<file path="config.mk">
export PLATFORM = sky130hd
export DESIGN_NAME = edge_irq_ctrl
export DESIGN_NICKNAME = d
export VERILOG_FILES = /design/src/rtl/eic_pkg.sv /design/src/rtl/eic_edge_detect.sv /design/src/rtl/eic_cfg_regs.sv /design/src/rtl/eic_pend_unit.sv /design/src/rtl/edge_irq_ctrl.sv
export SDC_FILE = /design/constraint.sdc
export NUM_CORES = 1
export LEC_CHECK = 0
export BUFFER_PORTS_ARGS = -buffer_cell sky130_fd_sc_hd__buf_2
export CAP_MARGIN = 20
export CELL_PAD_IN_SITES_DETAIL_PLACEMENT = 1
export CELL_PAD_IN_SITES_GLOBAL_PLACEMENT = 1
export CORE_MARGIN = 4
export CORE_UTILIZATION = 42
export DETAILED_ROUTE_END_ITERATION = 8
export MAX_ROUTING_LAYER = met4
export PLACE_DENSITY_LB_ADDON = 0.1
export REMOVE_ABC_BUFFERS = 1
export SLEW_MARGIN = 0
export SYNTH_ARGS = -nofsm -noshare
export SYNTH_HDL_FRONTEND = slang
export SYNTH_SLANG_ARGS = --single-unit
</file>
<file path="constraint.sdc">
create_clock -name clk -period 2.35 [get_ports clk]
set_input_delay 0.3525 -clock clk [delete_from_list [all_inputs] [get_ports clk]]
set_output_delay 0.3525 -clock clk [all_outputs]
set_load 0.05 [all_outputs]
</file>
<file path="src/rtl/eic_pkg.sv">
package eic_pkg;
  localparam int ADDR_W = 5;

  typedef enum logic [2:0] {
    SEL_IRQ_MASK = 3'd0,
    SEL_EVT_MASK = 3'd1,
    SEL_RISE     = 3'd2,
    SEL_FALL     = 3'd3,
    SEL_SWT      = 3'd4,
    SEL_PEND     = 3'd5
  } reg_sel_e;

  typedef struct packed {
    logic irq_mask;
    logic evt_mask;
    logic rise;
    logic fall;
    logic swt;
    logic pend;
  } wr_strobe_t;
endpackage

</file>
<file path="src/rtl/eic_edge_detect.sv">
module eic_edge_detect #(
  parameter int N = 32
) (
  input  logic         clk,
  input  logic         rst_n,
  input  logic [N-1:0] line_in,
  output logic [N-1:0] rise_o,
  output logic [N-1:0] fall_o
);
  for (genvar g = 0; g < N; g++) begin : g_line
    logic meta_q, sync_q, prev_q;
    always_ff @(posedge clk or negedge rst_n) begin
      if (!rst_n) begin
        meta_q <= 1'b0;
        sync_q <= 1'b0;
        prev_q <= 1'b0;
      end else begin
        meta_q <= line_in[g];
        sync_q <= meta_q;
        prev_q <= sync_q;
      end
    end
    assign rise_o[g] = sync_q & ~prev_q;
    assign fall_o[g] = ~sync_q & prev_q;
  end
endmodule

</file>
<file path="src/rtl/eic_cfg_regs.sv">
module eic_cfg_regs
  import eic_pkg::*;
#(
  parameter int           N            = 32,
  parameter logic [N-1:0] RST_IRQ_MASK = '0
) (
  input  logic         clk,
  input  logic         rst_n,
  input  wr_strobe_t   wr,
  input  logic [N-1:0] wdata,
  output logic [N-1:0] irq_mask_q,
  output logic [N-1:0] evt_mask_q,
  output logic [N-1:0] rise_sel_q,
  output logic [N-1:0] fall_sel_q
);
  always_ff @(posedge clk or negedge rst_n) begin
    if (!rst_n) begin
      irq_mask_q <= RST_IRQ_MASK;
      evt_mask_q <= '0;
      rise_sel_q <= '0;
      fall_sel_q <= '0;
    end else begin
      if (wr.irq_mask) irq_mask_q <= wdata;
      if (wr.evt_mask) evt_mask_q <= wdata;
      if (wr.rise)     rise_sel_q <= wdata;
      if (wr.fall)     fall_sel_q <= wdata;
    end
  end
endmodule

</file>
<file path="src/rtl/eic_pend_unit.sv">
module eic_pend_unit
  import eic_pkg::*;
#(
  parameter int N = 32
) (
  input  logic         clk,
  input  logic         rst_n,
  input  logic [N-1:0] rise_det,
  input  logic [N-1:0] fall_det,
  input  logic [N-1:0] irq_mask,
  input  logic [N-1:0] evt_mask,
  input  logic [N-1:0] rise_sel,
  input  logic [N-1:0] fall_sel,
  input  wr_strobe_t   wr,
  input  logic [N-1:0] wdata,
  output logic [N-1:0] pend_q,
  output logic [N-1:0] swt_q,
  output logic [N-1:0] evt_q
);
  logic [N-1:0] hw_hit, sw_hit, trig, clr;

  always_comb begin
    // an edge seen while its select register is being written is discarded
    hw_hit = (rise_det & rise_sel & {N{~wr.rise}})
           | (fall_det & fall_sel & {N{~wr.fall}});
    sw_hit = wr.swt  ? (wdata & ~swt_q) : '0;
    clr    = wr.pend ? wdata : '0;
    trig   = hw_hit | sw_hit;
  end

  always_ff @(posedge clk or negedge rst_n) begin
    if (!rst_n) begin
      pend_q <= '0;
      swt_q  <= '0;
      evt_q  <= '0;
    end else begin
      pend_q <= (pend_q & ~clr) | (trig & irq_mask);
      swt_q  <= (swt_q & ~clr) | sw_hit;
      evt_q  <= trig & evt_mask;
    end
  end
endmodule

</file>
<file path="src/rtl/edge_irq_ctrl.sv">
module edge_irq_ctrl
  import eic_pkg::*;
#(
  parameter int                 N_LINES      = 32,
  parameter logic [N_LINES-1:0] RST_IRQ_MASK = 32'h00C0_0000
) (
  input  logic                 clk,
  input  logic                 rst_n,
  input  logic [N_LINES-1:0]   line_in,
  input  logic                 reg_we,
  input  logic [ADDR_W-1:0]    reg_addr,
  input  logic [N_LINES-1:0]   reg_wdata,
  output logic [N_LINES-1:0]   reg_rdata,
  output logic [N_LINES-1:0]   irq_line,
  output logic                 irq_any,
  output logic [N_LINES-1:0]   evt_pulse
);
  logic              aligned;
  logic [2:0]        sel;
  wr_strobe_t        wr;
  logic [N_LINES-1:0] rise_det, fall_det;
  logic [N_LINES-1:0] irq_mask_q, evt_mask_q, rise_sel_q, fall_sel_q;
  logic [N_LINES-1:0] pend_q, swt_q;

  assign aligned = (reg_addr[1:0] == 2'b00);
  assign sel     = reg_addr[ADDR_W-1:2];

  always_comb begin
    wr.irq_mask = reg_we && aligned && (sel == SEL_IRQ_MASK);
    wr.evt_mask = reg_we && aligned && (sel == SEL_EVT_MASK);
    wr.rise     = reg_we && aligned && (sel == SEL_RISE);
    wr.fall     = reg_we && aligned && (sel == SEL_FALL);
    wr.swt      = reg_we && aligned && (sel == SEL_SWT);
    wr.pend     = reg_we && aligned && (sel == SEL_PEND);
  end

  eic_edge_detect #(.N(N_LINES)) u_edge (
    .clk(clk), .rst_n(rst_n), .line_in(line_in),
    .rise_o(rise_det), .fall_o(fall_det)
  );

  eic_cfg_regs #(.N(N_LINES), .RST_IRQ_MASK(RST_IRQ_MASK)) u_cfg (
    .clk(clk), .rst_n(rst_n), .wr(wr), .wdata(reg_wdata),
    .irq_mask_q(irq_mask_q), .evt_mask_q(evt_mask_q),
    .rise_sel_q(rise_sel_q), .fall_sel_q(fall_sel_q)
  );

  eic_pend_unit #(.N(N_LINES)) u_pend (
    .clk(clk), .rst_n(rst_n), .rise_det(rise_det), .fall_det(fall_det),
    .irq_mask(irq_mask_q), .evt_mask(evt_mask_q),
    .rise_sel(rise_sel_q), .fall_sel(fall_sel_q),
    .wr(wr), .wdata(reg_wdata),
    .pend_q(pend_q), .swt_q(swt_q), .evt_q(evt_pulse)
  );

  always_comb begin
    reg_rdata = '0;
    if (aligned) begin
      case (sel)
        SEL_IRQ_MASK: reg_rdata = irq_mask_q;
        SEL_EVT_MASK: reg_rdata = evt_mask_q;
        SEL_RISE:     reg_rdata = rise_sel_q;
        SEL_FALL:     reg_rdata = fall_sel_q;
        SEL_SWT:      reg_rdata = swt_q;
        SEL_PEND:     reg_rdata = pend_q;
        default:      reg_rdata = '0;
      endcase
    end
  end

  assign irq_line = pend_q & irq_mask_q;
  assign irq_any  = |irq_line;
endmodule

</file>
* Word level (Yosys, flattened, before mapping) *
Index checks and enable logic that the tools add are counted.

cells by class
  mux-type cells = 4
  add/sub/neg operators = 0
  magnitude comparators = 0
  div/mod/pow operators = 0
  multiply operators = 0
  bitwise gates (word level) = 146
  reduce and logical (&&, ||, !) cells = 10
  shift operators = 0
  equal/unequal tests = 5

operators with widths
  operator            number
  $and 32x32->32      10
  $pmux 32 s6         1
  $or 32x32->32       4
  $mux 32             3
  $not 1->1           66
  $and 1x1->1         64
  $not 32->32         2
  $reduce_or 32->1    1
  $logic_and 1x1->1   7
  $eq 3x2->1 const B  2
  $eq 3x3->1 const B  2
  $eq 3x1->1 const B  1
  $logic_not 3->1     1
  $logic_not 2->1     1

storage, ports and cells
  input bits = 72
  output and inout bits = 97
  memory bits (writable) = 0
  bits in read-only memories = 0
  logic and storage cells = 268
  bits in registers = 320
  memories = 0
  latch bits = 0

* Longest topological paths before layout *
Gate-level depths: netlist of the first run.

  depth after elaboration = 9
  gate-level depth with buffers = 8

* Cells and area by module *
From an unflattened synthesis of the first run, not the netlist that was laid out.

unflattened totals
  cell total of the unflattened synthesis = 1127
  area total of the unflattened synthesis = 14581.5 µm²

modules (own cells, without submodules)
  module           area an instance (µm²)  cells each  seq. area each (µm²)  times used
  eic_cfg_regs     5382.7                  272         3205.6                1
  eic_pend_unit    4111.4                  396         2402.3                1
  eic_edge_detect  2962.8                  160         2402.3                1
  edge_irq_ctrl    2124.5                  299         0.0                   1

* Least setup slack after synthesis of the first run *
No wires, ideal clock.

  path type = input port to output port
  from = in reg_addr[3]
  to = out reg_rdata[15]
  data required time = 1.997 ns
  stages on the path = 7
  arrival = 2.712 ns
  slack = -0.715 ns
  cells stage by stage = buf_2 -> nor2b_1 -> buf_2 -> clkbuf_1 -> clkbuf_1 -> a21oi_1 -> a211oi_1

between the ends
  word-level cells in the longest chain between the ends = 3
  elaborated cells on any way between the ends = 8

RTL lines
  element                                   RTL line             source
  from (decl)                               edge_irq_ctrl.sv:11  input logic [ADDR_W-1:0] reg_addr,
  $eq 3x3->1, or another cell as far along  edge_irq_ctrl.sv:59  case (sel)
  $pmux 32 s6 *                             edge_irq_ctrl.sv:59
  $mux 32 *                                 edge_irq_ctrl.sv:58  if (aligned) begin
  to (decl)                                 edge_irq_ctrl.sv:13  output logic [N_LINES-1:0] reg_rdata,

Every way passes the cells marked *; elsewhere a longest branch is shown, timed or not.

* Worst setup path in the final report of the first run *
  from = reg u_cfg.irq_mask_q[2]
  to = out irq_any

between the ends
  word-level cells in the longest chain between the ends = 2

RTL lines
  element                 RTL line             source
  from (decl)             eic_cfg_regs.sv:11   output logic [N-1:0] irq_mask_q,
  from (signal assigned)  eic_cfg_regs.sv:23   if (wr.irq_mask) irq_mask_q <= wdata;
  $and 32x32->32          edge_irq_ctrl.sv:71  assign irq_line = pend_q & irq_mask_q;
  $reduce_or 32->1        edge_irq_ctrl.sv:72  assign irq_any = |irq_line;
  to (decl)               edge_irq_ctrl.sv:15  output logic irq_any,

Every way passes these cells.

==> flow_summary.ini, run 1 <==
[setup_path]
r2r-end = u_pend.evt_q[29]
critPathSlowestCell = or4_4
cp_num_buf_inv = 1
path_class = register to primary output
reg2regPathDepth = 4
critical_path.top_delay_family = simple AND/OR/NAND/NOR gates
critPathArrivalTime_ns = 2.78
r2r-start = u_cfg.fall_sel_q[29]
crit_path_end_kind = primary output
crit_required_ns = 2.00
path_cells = and2_4, or4_4, or4_4, or4_4, buf_8
worst-path-max-fanout = 2
slowest_delay_ns = 0.55
r2r_slack_ns = 1.02
cpMostUsedCell = or4_4
startpoint_type = register

[route]
drc = 0
drt_first_iter_violations = 491
wl_per_cell_microns = 22.7
wl_microns = 43400
first_pass_iters = 5
routed_via_density = 5.48
ant_nets = 0
num_vias = 10464

[sta]
hold_viol = 0
finalSetupTns_ns = -0.780
grt_setup_unrepaired = yes
post-route-period-util_pct = 133
slew_violations = 0
worst_slew_pin_slew_ns = 0.443
finalSetupViolations = 1
fin_crit_ns = 3.13
slew_headroom_pct = 70.1
fmax_mhz = 319
postLayoutSetupSlackWorst_ns = -0.780
finClkSkew_ns = 0.0129

[final_layout]
area_growth_pct = 30.7
layout_common_cells = 318 x dfrtp_1, 161 x buf_2, 130 x mux2_2, 126 x buf_4, 59 x and2_1
mostFrequentLayoutCell = dfrtp_1
drive_gt1_share_pct = 36.4
filler_cell_count = 3430
fin_area_sq_um = 18100
final_net_count = 1511

[logic_synthesis]
synth_area_sq_um = 13800
synthAdderAreaFrac_pct = 0
synth_ff_type = dfrtp_1
synth_cells = 1123
synth_cell_types = 41
postSynthAreaPerCell_sq_um = 12.3
synth_compound_area_share_pct = 10.6
async_flop_share_pct = 100
synth_edf_count = 0
yosys_warnings = 0
synth.area.mux_share_pct = 14.4
ys_seq_area_share_pct = 57.9
ys_seq_elements = 320
yosys.area_share.simple_pct = 15.0
synth_xor_area_share_pct = 0
synth_top_family_by_area = simple AND/OR/NAND/NOR gates

[power]
p_leak_nw = 8.85
p_comb_share_pct = 24.3
power_w = 0.0171
power.net_switching_w = 0.00506
p_clk_share_pct = 34.4
ir_drop_v = 0.000639
p_sw_share_pct = 29.6
internal_power_w = 0.0120
p_seq_share_pct = 41.3
p_per_area_nw_per_um2 = 946

[place]
dpl_cell_area_sq_um = 16400
place_congestion = 0.857
io_buffers = 168
dp_hpwl_microns = 29100

[die]
die_x_microns = 189
num_rows = 66
io_pins = 169
die-area_sq_um = 35900
start_util_pct = 42.5
die_y_microns = 189
coreArea_sq_um = 32500

[hold_path]
hp-class = primary input to register
hold_start = reg_wdata[4]
hold_path_depth = 2
whs_endpoint = u_cfg.rise_sel_q[4]

[global_route]
overflow = 0
grt_use_total_pct = 24.9
grt_max_degree = 74
grt_pass1_vias = 11484
antenna_found_initial = 0
grt_pass1_wl_microns = 67500

[clock_network]
cts_tree = built
clockBufferDepth = 3
path_clk_slew_ns = 0.06
clk_latency_ns = 0.53
cts_sinks = 320
htree_levels = 2
cts_buffers = 37
cts_root_buf = clkbuf_16

[run]
cap_viol_max_count = 0

[status]
violations = negative setup slack
status = complete, but fails checks
-- cell type report --
cell class,count,area (sq um),area share [%]
sequential,320,8010,44.3
multi-input combinational,733,5630,31.1
timing repair buffer,347,2610,14.5
clock buffer,54,1140,6.32
tap,442,553,3.06
clock inverter,13,119,0.658
antenna,1,2.50,0.0139
-- worst reg2reg max path, delay by kind of cell (launching register included) --
family | cells | cell delay [ns]
flip-flops | 1 | 0.41
AND/OR/NAND/NOR | 3 | 0.75
AO/OA/AOI/OAI | 1 | 0.04
-- power groups by stage --
stage | logic [W] | clock network, W | registers (W)
after floorplan | 0.00214 | 0 | 0.00712
after global placement | 0.00400 | 0 | 0.00706
after detailed placement | 0.00406 | 0 | 0.00714
after CTS | 0.00418 | 0.00601 | 0.00706
after global routing | 0.00447 | 0.00627 | 0.00719
final | 0.00415 | 0.00587 | 0.00706
-- repair_timing --
| action | CTS | global route |
|---|---|---|
| endpoints found under the hold margin | 69 | 0 |
| setup buffers | 0 | 1 |
| endpoints found under the setup margin | 2 | 4 |
| resized for setup | 11 | 6 |
| hold buffers | 33 | 0 |
| pin swaps | 3 | 4 |
-- Yosys cell counts (all sizes together), types with 6 or more instances --
library cell / instances / area [sq um]
a211oi: 22 / 165
a21o: 15 / 113
a21oi: 51 / 255
a22o: 40 / 350
a22oi: 17 / 128
a2bb2oi: 6 / 52.6
and2: 65 / 409
and3b: 34 / 298
buf: 26 / 113
clkbuf: 44 / 165
dfrtp: 318 / 7960
mux2: 136 / 1530
mux2i: 46 / 460
nand2: 52 / 195
nand2b: 10 / 62.6
nand3: 38 / 190
nand3b: 30 / 225
nand4b: 17 / 149
nor2: 38 / 143
nor4b: 16 / 146
o21ai: 34 / 170
o22a: 7 / 61.3
o2bb2ai: 9 / 78.8
or3: 15 / 93.8
or4: 9 / 67.6
-- sequential cells by signal, indices dropped and copies added, names as in the netlist --
register and flops:
u_cfg.evt_mask_q 32, u_pend.pend_q 32, u_edge.g_line.prev_q 32, u_cfg.irq_mask_q 32, u_pend.evt_q 32, u_cfg.rise_sel_q 32, u_edge.g_line.meta_q 32, u_cfg.fall_sel_q 32
u_edge.g_line.sync_q 32, u_pend.swt_q 32
-- worst max path at each step --
| stage | from | to | slack (ns) | depth (start not counted) |
|---|---|---|---|---|
| 6_report | u_cfg.irq_mask_q[2] | irq_any | -0.78 | 5 |
| 5_1_grt | u_cfg.irq_mask_q[2] | irq_any | -0.82 | 5 |
| 4_1_cts | u_cfg.irq_mask_q[2] | irq_any | -0.88 | 5 |
| 3_5_place_dp | u_cfg.irq_mask_q[7] | irq_any | -0.51 | 5 |
| 3_3_place_gp | u_cfg.irq_mask_q[7] | irq_any | -0.50 | 5 |
| 2_1_floorplan | reg_addr[0] | u_cfg.fall_sel_q[0] | -2.62 | 3 |
-- stage by stage --
stage | hold slack, ns | setup WS, ns | std cells | utilization, %
2_1_floorplan | 0.0569 | -2.62 | 1053 | -
3_3_place_gp | 0.281 | -0.505 | 1808 | 50.5
3_5_place_dp | 0.282 | -0.515 | 1808 | 50.5
4_1_cts | 0.110 | -0.875 | 1908 | 55.5
5_1_grt | 0.130 | -0.818 | 1909 | 55.5
6_report | 0.130 | -0.780 | 1910 | 55.5
-- logic make-up after synthesis --
kind of cell | Yosys count
buf+inv | 70
compound gates | 213
flops | 320
mux | 182
simple gates | 338
-- metal layers --
| metal | track usage (%) | vias to the layer above | wire length (microns) |
|---|---|---|---|
| met5 | - | - | 0 |
| met4 | 5.51 | 0 | 673 |
| met3 | 3.60 | 54 | 1870 |
| met2 | 40.4 | 245 | 21200 |
| met1 | 33.6 | 5440 | 19700 |
| li1 | - | 4725 | - |
(Power assumes the default switching activity.)
==> run 2: changes to the inputs <==
--- a/config.mk
+++ b/config.mk
@@ -5,12 +5,13 @@
 export SDC_FILE = /design/constraint.sdc
 export NUM_CORES = 1
 export LEC_CHECK = 0
+export ABC_AREA = 1
 export BUFFER_PORTS_ARGS = -buffer_cell sky130_fd_sc_hd__buf_2
 export CAP_MARGIN = 20
 export CELL_PAD_IN_SITES_DETAIL_PLACEMENT = 1
 export CELL_PAD_IN_SITES_GLOBAL_PLACEMENT = 1
 export CORE_MARGIN = 4
-export CORE_UTILIZATION = 42
+export CORE_UTILIZATION = 39
 export DETAILED_ROUTE_END_ITERATION = 8
 export MAX_ROUTING_LAYER = met4
 export PLACE_DENSITY_LB_ADDON = 0.1
==> flow_summary.ini, run 2 <==
[status]
status = finished, final reports clean

[die]
io_pins = 169
num_rows = 68
start_util_pct = 39.8
die-area_sq_um = 38600
die_x_microns = 196
die_y_microns = 196
coreArea_sq_um = 34800

[power]
power_w = 0.0162
ir_drop_v = 0.000536
p_leak_nw = 9.37
p_per_area_nw_per_um2 = 938

[logic_synthesis]
synth_edf_count = 0
yosys-top-cells-area = dfrtp_1 57%, nand2_1 16%, inv_1 4.8%, o21ai_0 4.4%, nand3_1 3.3%
yosys_warnings = 0
synth.largest_area_cell = dfrtp_1
synth_most_common_cell = nand2_1
postSynthAreaPerCell_sq_um = 8.42
synth_cells = 1645
async_flop_share_pct = 100
synth_ff_type = dfrtp_1
ys_seq_elements = 320
synthTopCellsByCount = 577 x nand2_1, 318 x dfrtp_1, 176 x inv_1
synth_cell_types = 25
synth_area_sq_um = 13800
ys_seq_area_share_pct = 57.8
synth_top_area_share_pct = 57.5

[sta]
finalSetupViolations = 0
post-route-period-util_pct = 99.2
slew_headroom_pct = 60.4
fin_crit_ns = 2.33
hold_viol = 0
finClkSkew_ns = 0.0236
worst_slew_pin_slew_ns = 0.593
timing.hold.ws_ns = 0.171
finalSetupTns_ns = 0
slew_violations = 0
fmax_mhz = 429

[global_route]
overflow = 0
grt_max_degree = 73
grt_pass1_wl_microns = 71600
antenna_found_initial = 0
grt_use_total_pct = 24.2
grt_pass1_vias = 12561

[final_layout]
area_growth_pct = 24.9
stdcell_count = 2356
mostFrequentLayoutCell = nand2_1
final_net_count = 1945
filler_cell_count = 4164
drive_gt1_share_pct = 16.4
layout_common_cells = 571 x nand2_1, 318 x dfrtp_1, 176 x inv_1, 162 x buf_2, 122 x o21ai_0
fin_area_sq_um = 17300

[setup_path]
critPathSlowestCell = dfrtp_1
crit_required_ns = 2.00
cpMostUsedCell = nand4_1
critical_path.top_delay_family = simple AND/OR/NAND/NOR gates
slowest_delay_ns = 0.42
path_class = register to primary output
startpoint_type = register
path_cells = nand2_2, nand4_1, nor2_2, nand4_1, buf_4
cp_num_buf_inv = 1
crit_path_end_kind = primary output
worst-path-max-fanout = 4
critPathArrivalTime_ns = 1.98

[route]
first_pass_iters = 5
wl_per_cell_microns = 19.3
num_vias = 11877
drt_first_iter_violations = 648
ant_nets = 0
wl_microns = 45500
drc = 0
routed_via_density = 5.04

[clock_network]
cts_sinks = 320
htree_levels = 2
cts_buffers = 39
cts_tree = built
clk_latency_ns = 0.54
path_clk_slew_ns = 0.06
cts_root_buf = clkbuf_16
clockBufferDepth = 3

[place]
dp_hpwl_microns = 29900
place_congestion = 0.818
dpl_cell_area_sq_um = 15500
place_inst = 2249
io_buffers = 168

[run]
cap_viol_max_count = 0

[hold_path]
hp-class = primary input to register
run 2: cell count changes after synthesis, moves of 60 or more:
cell     before  now
o21ai_0      11  122
o21ai_1      23   83
nand2_1      52  577
mux2_2      130    0
and2_1       64    0
inv_1         0  176
run 2: metrics by stage:
step           setup slack [ns]  utilization (%)
6_report                 0.0177             49.7
5_1_grt                 -0.0356             49.7
4_1_cts                 0.00209             49.4
3_5_place_dp             0.0644             44.6
3_3_place_gp              0.113             44.6
2_1_floorplan            -0.519                -
run 2: repair_timing:
action	in CTS	in global routing
resized for setup	5	10
endpoints found under the setup margin	1	5
hold buffers	33	0
cloned	0	2
hold endpoints to repair	70	0
pin swaps	2	3
setup buffers	0	3
run 2: power by group:
part           leakage (nW)  internal [W]  switching (W)  total, W
Sequential             4.01       0.00642       0.000728   0.00715
Combinational          4.70      0.000922        0.00198   0.00290
Clock                 0.652       0.00383        0.00233   0.00616
Total                  9.37        0.0112        0.00504    0.0162
run 2: area by class of cell:
type | count | area, sq um | area share, %
tap | 455 | 569 | 3.29
antenna | 1 | 2.50 | 0.0145
inverter | 180 | 681 | 3.94
sequential | 320 | 8010 | 46.3
clock inverter | 7 | 129 | 0.745
clock buffer | 61 | 1200 | 6.94
multi-input combinational | 1076 | 4820 | 27.9
timing repair buffer | 256 | 1880 | 10.9
run 2: layer usage:
metal	vias up	global-route usage [%]	wire length, microns
met5	-	-	0
met1	5900	32.7	20700
met3	81	3.25	1920
met4	0	6.21	1080
met2	240	38.9	21800
li1	5656	-	-
run 2: tightest hold or removal path: cells and delay by family:
family	cells	cell delay, ns
buffers and inverters	2	0.17
AOI/OAI and AO/OA	1	0.14
run 2: cell families (layout without fill, tap and decap cells):
| group | Yosys count | count (layout) | share of synthesized area (%) |
|---|---|---|---|
| compound gates | 240 | 240 | 8.67 |
| buf+inv | 249 | 504 | 7.70 |
| flops | 320 | 320 | 57.8 |
| other cells | 0 | 1 | 0 |
| simple gates | 836 | 836 | 25.8 |
run 2: final timing paths:
| check | to | start | slack, ns | cells past startpoint |
|---|---|---|---|---|
| worst max-delay path | irq_any | u_cfg.irq_mask_q[24] | 0.02 | 5 |
| worst min-delay path | u_cfg.rise_sel_q[10] | reg_wdata[10] | 0.17 | 3 |
| worst max register to register | u_pend.evt_q[12] | u_edge.g_line[12].sync_q | 1.24 | 5 |
| worst min register to register | u_edge.g_line[11].sync_q | u_edge.g_line[11].meta_q | 0.35 | 0 |
| max in group asynchronous | u_cfg.fall_sel_q[7] | rst_n | 1.23 | 3 |
| min in group asynchronous | u_pend.evt_q[26] | rst_n | 0.34 | 2 |
